==> src/rtl/tlb_pkg.sv <==
`timescale 1ns/1ps
package tlb_pkg;
  typedef enum logic [1:0] {
    CMD_NONE        = 2'b00,
    CMD_FLUSH_ALL   = 2'b01,
    CMD_FLUSH_LOCAL = 2'b10,
    CMD_DEMAP       = 2'b11
  } tlb_cmd_e;
endpackage

==> src/rtl/tlb_range_match.sv <==
`timescale 1ns/1ps
module tlb_range_match #(
  parameter int VA_W = 32,
  parameter int LG_W = 6
) (
  input  logic            valid_i,
  input  logic [VA_W-1:0] vbase_i,
  input  logic [LG_W-1:0] size_lg_i,
  input  logic [VA_W-1:0] va_i,
  output logic            hit_o
);
  logic [VA_W:0] limit;
  // One extra bit so that a page ending at the top of the space cannot wrap.
  assign limit = {1'b0, vbase_i} + ((VA_W+1)'(1) << size_lg_i);
  assign hit_o = valid_i && (va_i >= vbase_i) && ({1'b0, va_i} < limit);
endmodule

==> src/rtl/tlb_pick_mru.sv <==
`timescale 1ns/1ps
module tlb_pick_mru #(
  parameter int N     = 4,
  parameter int IDX_W = 2
) (
  input  logic [N-1:0]            match_i,
  input  logic [N-1:0][IDX_W-1:0] age_i,
  output logic                    any_o,
  output logic [IDX_W-1:0]        idx_o
);
  logic [IDX_W-1:0] best_age;
  always_comb begin
    any_o    = 1'b0;
    idx_o    = '0;
    best_age = '1;
    for (int i = 0; i < N; i++) begin
      if (match_i[i] && (!any_o || age_i[i] < best_age)) begin
        any_o    = 1'b1;
        idx_o    = IDX_W'(i);
        best_age = age_i[i];
      end
    end
  end
endmodule

==> src/rtl/tlb_recency.sv <==
`timescale 1ns/1ps
module tlb_recency #(
  parameter int N     = 4,
  parameter int IDX_W = 2
) (
  input  logic                    clk_i,
  input  logic                    rst_ni,
  input  logic                    touch_i,
  input  logic [IDX_W-1:0]        touch_idx_i,
  output logic [N-1:0][IDX_W-1:0] age_o
);
  logic [N-1:0][IDX_W-1:0] age_q, age_d;

  // Ranks stay a permutation of 0..N-1: younger than the touched slot age by one.
  always_comb begin
    age_d = age_q;
    if (touch_i) begin
      for (int i = 0; i < N; i++) begin
        if (IDX_W'(i) == touch_idx_i)             age_d[i] = '0;
        else if (age_q[i] < age_q[touch_idx_i])   age_d[i] = age_q[i] + 1'b1;
      end
    end
  end

  always_ff @(posedge clk_i or negedge rst_ni) begin
    if (!rst_ni) begin
      for (int i = 0; i < N; i++) age_q[i] <= IDX_W'(i);
    end else begin
      age_q <= age_d;
    end
  end

  assign age_o = age_q;
endmodule

==> src/rtl/tlb_lru_xlate.sv <==
`timescale 1ns/1ps
module tlb_lru_xlate #(
  parameter int ENTRIES = 4,
  parameter int VA_W    = 32,
  parameter int PA_W    = 32,
  parameter int LG_W    = $clog2(VA_W + 1)
) (
  input  logic            clk_i,
  input  logic            rst_ni,
  input  logic            ins_i,
  input  logic [VA_W-1:0] ins_vbase_i,
  input  logic [PA_W-1:0] ins_pbase_i,
  input  logic [LG_W-1:0] ins_size_lg_i,
  input  logic            ins_global_i,
  input  logic            lkp_i,
  input  logic [VA_W-1:0] lkp_va_i,
  input  logic            lkp_promote_i,
  input  logic [1:0]      cmd_i,
  input  logic [VA_W-1:0] cmd_va_i,
  output logic            rsp_valid_o,
  output logic            hit_o,
  output logic [PA_W-1:0] pa_o
);
  import tlb_pkg::*;
  localparam int IDX_W = (ENTRIES > 1) ? $clog2(ENTRIES) : 1;

  logic [ENTRIES-1:0][VA_W-1:0] vbase_q;
  logic [ENTRIES-1:0][PA_W-1:0] pbase_q;
  logic [ENTRIES-1:0][LG_W-1:0] lg_q;
  logic [ENTRIES-1:0]           glob_q;
  logic [ENTRIES-1:0]           valid_q, valid_d;
  logic [ENTRIES-1:0][IDX_W-1:0] age_q;

  logic [ENTRIES-1:0] lk_match, dm_match;
  logic               lk_hit, dm_hit;
  logic [IDX_W-1:0]   lk_idx, dm_idx;

  tlb_cmd_e cmd;
  assign cmd = tlb_cmd_e'(cmd_i);

  for (genvar g = 0; g < ENTRIES; g++) begin : g_match
    tlb_range_match #(.VA_W(VA_W), .LG_W(LG_W)) u_lk (
      .valid_i(valid_q[g]), .vbase_i(vbase_q[g]), .size_lg_i(lg_q[g]),
      .va_i(lkp_va_i), .hit_o(lk_match[g]));
    tlb_range_match #(.VA_W(VA_W), .LG_W(LG_W)) u_dm (
      .valid_i(valid_q[g]), .vbase_i(vbase_q[g]), .size_lg_i(lg_q[g]),
      .va_i(cmd_va_i), .hit_o(dm_match[g]));
  end

  tlb_pick_mru #(.N(ENTRIES), .IDX_W(IDX_W)) u_pick_lk (
    .match_i(lk_match), .age_i(age_q), .any_o(lk_hit), .idx_o(lk_idx));
  tlb_pick_mru #(.N(ENTRIES), .IDX_W(IDX_W)) u_pick_dm (
    .match_i(dm_match), .age_i(age_q), .any_o(dm_hit), .idx_o(dm_idx));

  // Victim: lowest empty slot, else the slot holding the oldest rank.
  logic             full;
  logic [IDX_W-1:0] free_idx, lru_idx, ins_idx;
  always_comb begin
    free_idx = '0;
    lru_idx  = '0;
    for (int i = ENTRIES-1; i >= 0; i--) begin
      if (!valid_q[i]) free_idx = IDX_W'(i);
      if (age_q[i] == IDX_W'(ENTRIES-1)) lru_idx = IDX_W'(i);
    end
  end
  assign full    = &valid_q;
  assign ins_idx = full ? lru_idx : free_idx;

  logic do_ins, do_prom, touch;
  logic [IDX_W-1:0] touch_idx;
  assign do_ins    = ins_i && (cmd == CMD_NONE);
  assign do_prom   = lkp_i && lkp_promote_i && lk_hit && (cmd == CMD_NONE) && !ins_i;
  assign touch     = do_ins || do_prom;
  assign touch_idx = do_ins ? ins_idx : lk_idx;

  tlb_recency #(.N(ENTRIES), .IDX_W(IDX_W)) u_rec (
    .clk_i(clk_i), .rst_ni(rst_ni), .touch_i(touch),
    .touch_idx_i(touch_idx), .age_o(age_q));

  always_comb begin
    valid_d = valid_q;
    unique case (cmd)
      CMD_FLUSH_ALL:   valid_d = '0;
      CMD_FLUSH_LOCAL: valid_d = valid_q & glob_q;
      CMD_DEMAP:       if (dm_hit) valid_d[dm_idx] = 1'b0;
      default:         if (do_ins) valid_d[ins_idx] = 1'b1;
    endcase
  end

  always_ff @(posedge clk_i or negedge rst_ni) begin
    if (!rst_ni) begin
      valid_q <= '0;
      vbase_q <= '0;
      pbase_q <= '0;
      lg_q    <= '0;
      glob_q  <= '0;
    end else begin
      valid_q <= valid_d;
      if (do_ins) begin
        vbase_q[ins_idx] <= ins_vbase_i;
        pbase_q[ins_idx] <= ins_pbase_i;
        lg_q[ins_idx]    <= ins_size_lg_i;
        glob_q[ins_idx]  <= ins_global_i;
      end
    end
  end

  logic [VA_W-1:0] off_mask;
  logic [PA_W-1:0] pa_d;
  assign off_mask = (VA_W'(1) << lg_q[lk_idx]) - VA_W'(1);
  assign pa_d     = pbase_q[lk_idx] | PA_W'(lkp_va_i & off_mask);

  always_ff @(posedge clk_i or negedge rst_ni) begin
    if (!rst_ni) begin
      rsp_valid_o <= 1'b0;
      hit_o       <= 1'b0;
      pa_o        <= '0;
    end else begin
      rsp_valid_o <= lkp_i;
      hit_o       <= lkp_i && lk_hit;
      pa_o        <= (lkp_i && lk_hit) ? pa_d : '0;
    end
  end
endmodule

==> config.mk <==
export PLATFORM = sky130hd
export DESIGN_NAME = tlb_lru_xlate
export DESIGN_NICKNAME = d
export VERILOG_FILES = /design/src/rtl/tlb_pkg.sv /design/src/rtl/tlb_range_match.sv /design/src/rtl/tlb_pick_mru.sv /design/src/rtl/tlb_recency.sv /design/src/rtl/tlb_lru_xlate.sv
export SDC_FILE = /design/constraint.sdc
export NUM_CORES = 1
export LEC_CHECK = 0
export ABC_AREA = 1
export BUFFER_PORTS_ARGS = -buffer_cell sky130_fd_sc_hd__buf_2
export CAP_MARGIN = 15
export CORE_MARGIN = 2
export CORE_UTILIZATION = 58
export DETAILED_ROUTE_END_ITERATION = 7
export PLACE_DENSITY = 0.76
export SLEW_MARGIN = 20
export SYNTH_ARGS = -nofsm -noshare
export SYNTH_HDL_FRONTEND = slang
export SYNTH_SLANG_ARGS = --single-unit
==> constraint.sdc <==
create_clock -name clk_i -period 22.1 [get_ports clk_i]
set_input_delay 4.42 -clock clk_i [delete_from_list [all_inputs] [get_ports clk_i]]
set_output_delay 4.42 -clock clk_i [all_outputs]
set_load 0.1 [all_outputs]
==> out/qor.txt <==
Sequential cell area fraction in the yosys report: 25.0%
Total leakage power: 0.0183 uW
Logic pwr share: 64.5%
Final sum of negative setup slack: 0 ns
Global-route wire length before repair: 165000 microns
Slack of the critical path: 10.73 ns
Post-route DRC: 0
Internal cell power: 2480 uW
Slowest stage cell, crit path: sky130_fd_sc_hd__nor4b_1
# nets final: 5252
Critical path arrival: 11.87 ns
End of the worst hold path: u_rec.age_o[2]
Routed wire length on met3: 7380 microns
Maximum number of pins on one net before global-route repair: 145
Vias in the first global route: 30400
Worst setup slack for register-to-register paths: 11.08 ns
# H-tree levels: 2
Final hold violation count: 0
Vias: 31700
Number of setup violations in the final report: 0
Global-route usage over all layers: 35.8%
Highest fanout seen on the critical path: 32
Total congestion overflow: 0
Global placement routability congestion: 1.03
Setup repair after global routing missed its margin: no
Tightest Pin Transition: 0.931 ns
Post-synth cell types: 68
Maximum resistive drop on vdd: 0.0958 mV
Total wire length after detailed routing: 106000 microns
Floorplan die area: 58800 sq um
Final critical delay including setup and external delays: 11.37 ns
Most frequent standard cell in the layout excluding fill and tap cells: sky130_fd_sc_hd__nand2_1
Clock slew seen by the registers of the worst setup and hold paths: 0.06 ns
Share of power burned in registers: 21.6%
Synth Cell Area: 33000 sq um
Setup fix buffers added after clock tree synthesis: 0
Outcome: finished, final reports clean
Bufs on Longest Clock Path: 3
TritonCTS clock tree: built
Minimum setup slack after placement: 10.15 ns
Clock tree sinks: 330
Hold buffers post-CTS: 0
Critical path required time: 22.60 ns
Synth warn: 0
Clock power frac: 13.9%
Net Sw Power: 2720 uW
Power density over the cells: 145 nW/um^2
Share of the clock period used by the worst path after layout: 51.4%
Number of pins with negative max-slew slack in the final report: 0
Critical path launch point type: primary input
IO Pins: 176
Std-Cell Rows: 87
Reg-to-reg critical path startpoint: lg_q[6]
Total of max-cap violations: 0
Timing-limited maximum frequency: 88.0 MHz
CP Capture Type: flip-flop
Avg Cell Area, Syn: 7.58 sq um
Flop and latch count out of synthesis: 330
Core area: 56300 sq um
Die boundary width: 242 microns
DRT antenna net count: 0
Signed area change from the synthesized netlist to the final layout: 8.61%
Uppermost layer routed: met4
Share of cells above drive strength 1: 8.90%
Max stage delay on crit path: 0.61 ns
Most repeated library cell on the critical path: sky130_fd_sc_hd__nand2_1
Clk root buf: sky130_fd_sc_hd__clkbuf_16
Setup skew after layout: 0.0130 ns
Utilization of the core after routing: 63.7%
Most common flop cell mapped by yosys: sky130_fd_sc_hd__dfrtp_1
Worst reg-to-reg path cell count: 65
Quantity of I/O buffers inserted on ports: 175
Hold_sp: u_rec.age_o[2]
Kind of critical path: primary input to flip-flop
Reg-to-reg endpoint: pa_o[28]
Post-layout total power: 5200 uW
Antenna cells: 0
Die Ht: 242 microns
Later-pin clock latency in the skew report: 0.58 ns
Number of flops mapped to enable cells by yosys: 0
Highest-count cells in the layout ignoring fill and taps: sky130_fd_sc_hd__nand2_1 (827), sky130_fd_sc_hd__ha_1 (642), sky130_fd_sc_hd__inv_1 (452), sky130_fd_sc_hd__o21ai_0 (400), sky130_fd_sc_hd__a21oi_1 (383)
Instance count of the mapped netlist: 4353
Starting density of the core: 58.6%
Syn_nets: 5141
Initial detailed-routing violation count: 2611
Area after detailed placement: 34400 sq um
Routed len/inst: 20.2 microns
Drt via density: 6.04
Post-cts gate resize count: 0
Worst hold stages: 2
Switching Share: 52.4%
Final cell area excluding filler cells: 35800 sq um
Final HPWL from detailed placement: 83100 microns
Async set-or-reset flop fraction in the synthesized netlist: 100%
Met2 routed wirelength: 48300 microns
Number of antenna violations at the first check in global routing: 0
Class of the worst hold path: flip-flop to flip-flop
Drt first pass iters: 8
Inserted Clock Buffers: 40
Wire length on met1: 44200 microns
Worst slew slack as a fraction of its limit: 37.9%
-- cell families (layout without fill, tap and decap cells) --
group                    after synthesis  count (layout)  share of synthesized area (%)
XOR/XNOR                             121             121                           3.24
AO/OA/AOI/OAI                       1090            1090                           19.0
flip-flops                           330             330                           25.0
AND/OR/NAND/NOR                     1576            1576                           21.1
adder cells (fa/ha/maj)              646             646                           24.6
buffers and inverters                590             733                           7.02
-- power by group through the flow --
| stage | Clock [uW] | Sequential [uW] | Combinational (uW) |
|---|---|---|---|
| after floorplan | 0 | 1090 | 2500 |
| after global placement | 0 | 1120 | 3210 |
| after detailed placement | 0 | 1120 | 3280 |
| after CTS | 728 | 1110 | 3310 |
| after global routing | 753 | 1150 | 3790 |
| final | 723 | 1130 | 3350 |
-- per-layer routing --
| metal | global-route usage (%) | vias up |
|---|---|---|
| met4 | 19.1 | 0 |
| li1 | - | 15400 |
| met5 | 0 | - |
| met2 | 58.9 | 1197 |
| met1 | 45.7 | 14800 |
| met3 | 4.71 | 303 |
-- worst max path at each step --
stage	endpoint	cells after the start	from	slack, ns
after global routing	pa_o[28]	69	lg_q[6]	10.01
after global placement	pa_o[24]	42	lkp_va_i[31]	10.25
after detailed placement	pa_o[24]	41	lkp_va_i[31]	10.15
after floorplan	pa_o[24]	45	lkp_va_i[31]	12.61
final	pa_o[28]	41	lkp_va_i[31]	10.73
after CTS	pa_o[28]	41	lkp_va_i[31]	10.72
-- final cells by class --
type | count | area (sq um)
Multi-Input combinational cell | 3433 | 22500
Fill cell | 5118 | 20400
Sequential cell | 330 | 8260
Inverter | 473 | 1780
Clock buffer | 53 | 1160
Timing Repair Buffer | 186 | 981
Tap cell | 756 | 946
Clock inverter | 21 | 250
-- per-stage QoR --
| stage | instances | hold slack (ns) |
|---|---|---|
| global route | 5252 | 0.503 |
| detailed placement | 5178 | 0.469 |
| floorplan | 4353 | 0.448 |
| global placement | 5178 | 0.460 |
| finish | 5252 | 0.483 |
| CTS | 5252 | 0.485 |
-- cell usage after synthesis, types with 11 or more instances --
master	number	area [sq um]
sky130_fd_sc_hd__a211oi_1	27	203
sky130_fd_sc_hd__a21o_1	37	278
sky130_fd_sc_hd__a21oi_1	383	1920
sky130_fd_sc_hd__a31oi_1	34	213
sky130_fd_sc_hd__clkbuf_1	100	375
sky130_fd_sc_hd__dfrtp_1	326	8160
sky130_fd_sc_hd__ha_1	642	8030
sky130_fd_sc_hd__inv_1	452	1700
sky130_fd_sc_hd__inv_2	13	48.8
sky130_fd_sc_hd__nand2_1	829	3110
sky130_fd_sc_hd__nand2_2	32	200
sky130_fd_sc_hd__nand3_1	134	671
sky130_fd_sc_hd__nand3_2	16	160
sky130_fd_sc_hd__nand4_1	139	870
sky130_fd_sc_hd__nor2_1	328	1230
sky130_fd_sc_hd__nor2_2	13	81.3
sky130_fd_sc_hd__nor3_1	35	175
sky130_fd_sc_hd__o211ai_1	45	338
sky130_fd_sc_hd__o21a_1	13	97.6
sky130_fd_sc_hd__o21ai_0	401	2010
sky130_fd_sc_hd__o21bai_1	29	218
sky130_fd_sc_hd__o221ai_1	11	96.3
sky130_fd_sc_hd__o22ai_1	21	131
sky130_fd_sc_hd__xnor2_1	46	403
sky130_fd_sc_hd__xor2_1	74	648
-- critical path: cells and delay by family --
family	cells	cell delay, ns
buffers and inverters	2	0.30
adders and majority gates	4	1.10
and+or+nand+nor	32	5.46
AOI/OAI and AO/OA	3	0.54
-- registers in the layout (all words and copies together) (netlist names) --
register	flops
glob_q	4
pa_o	32
lg_q	24
pbase_q	128
vbase_q	128
rsp_valid_o	1
hit_o	1
u_rec.age_o	8
valid_q	4
Power figures use the tool's default switching activity.
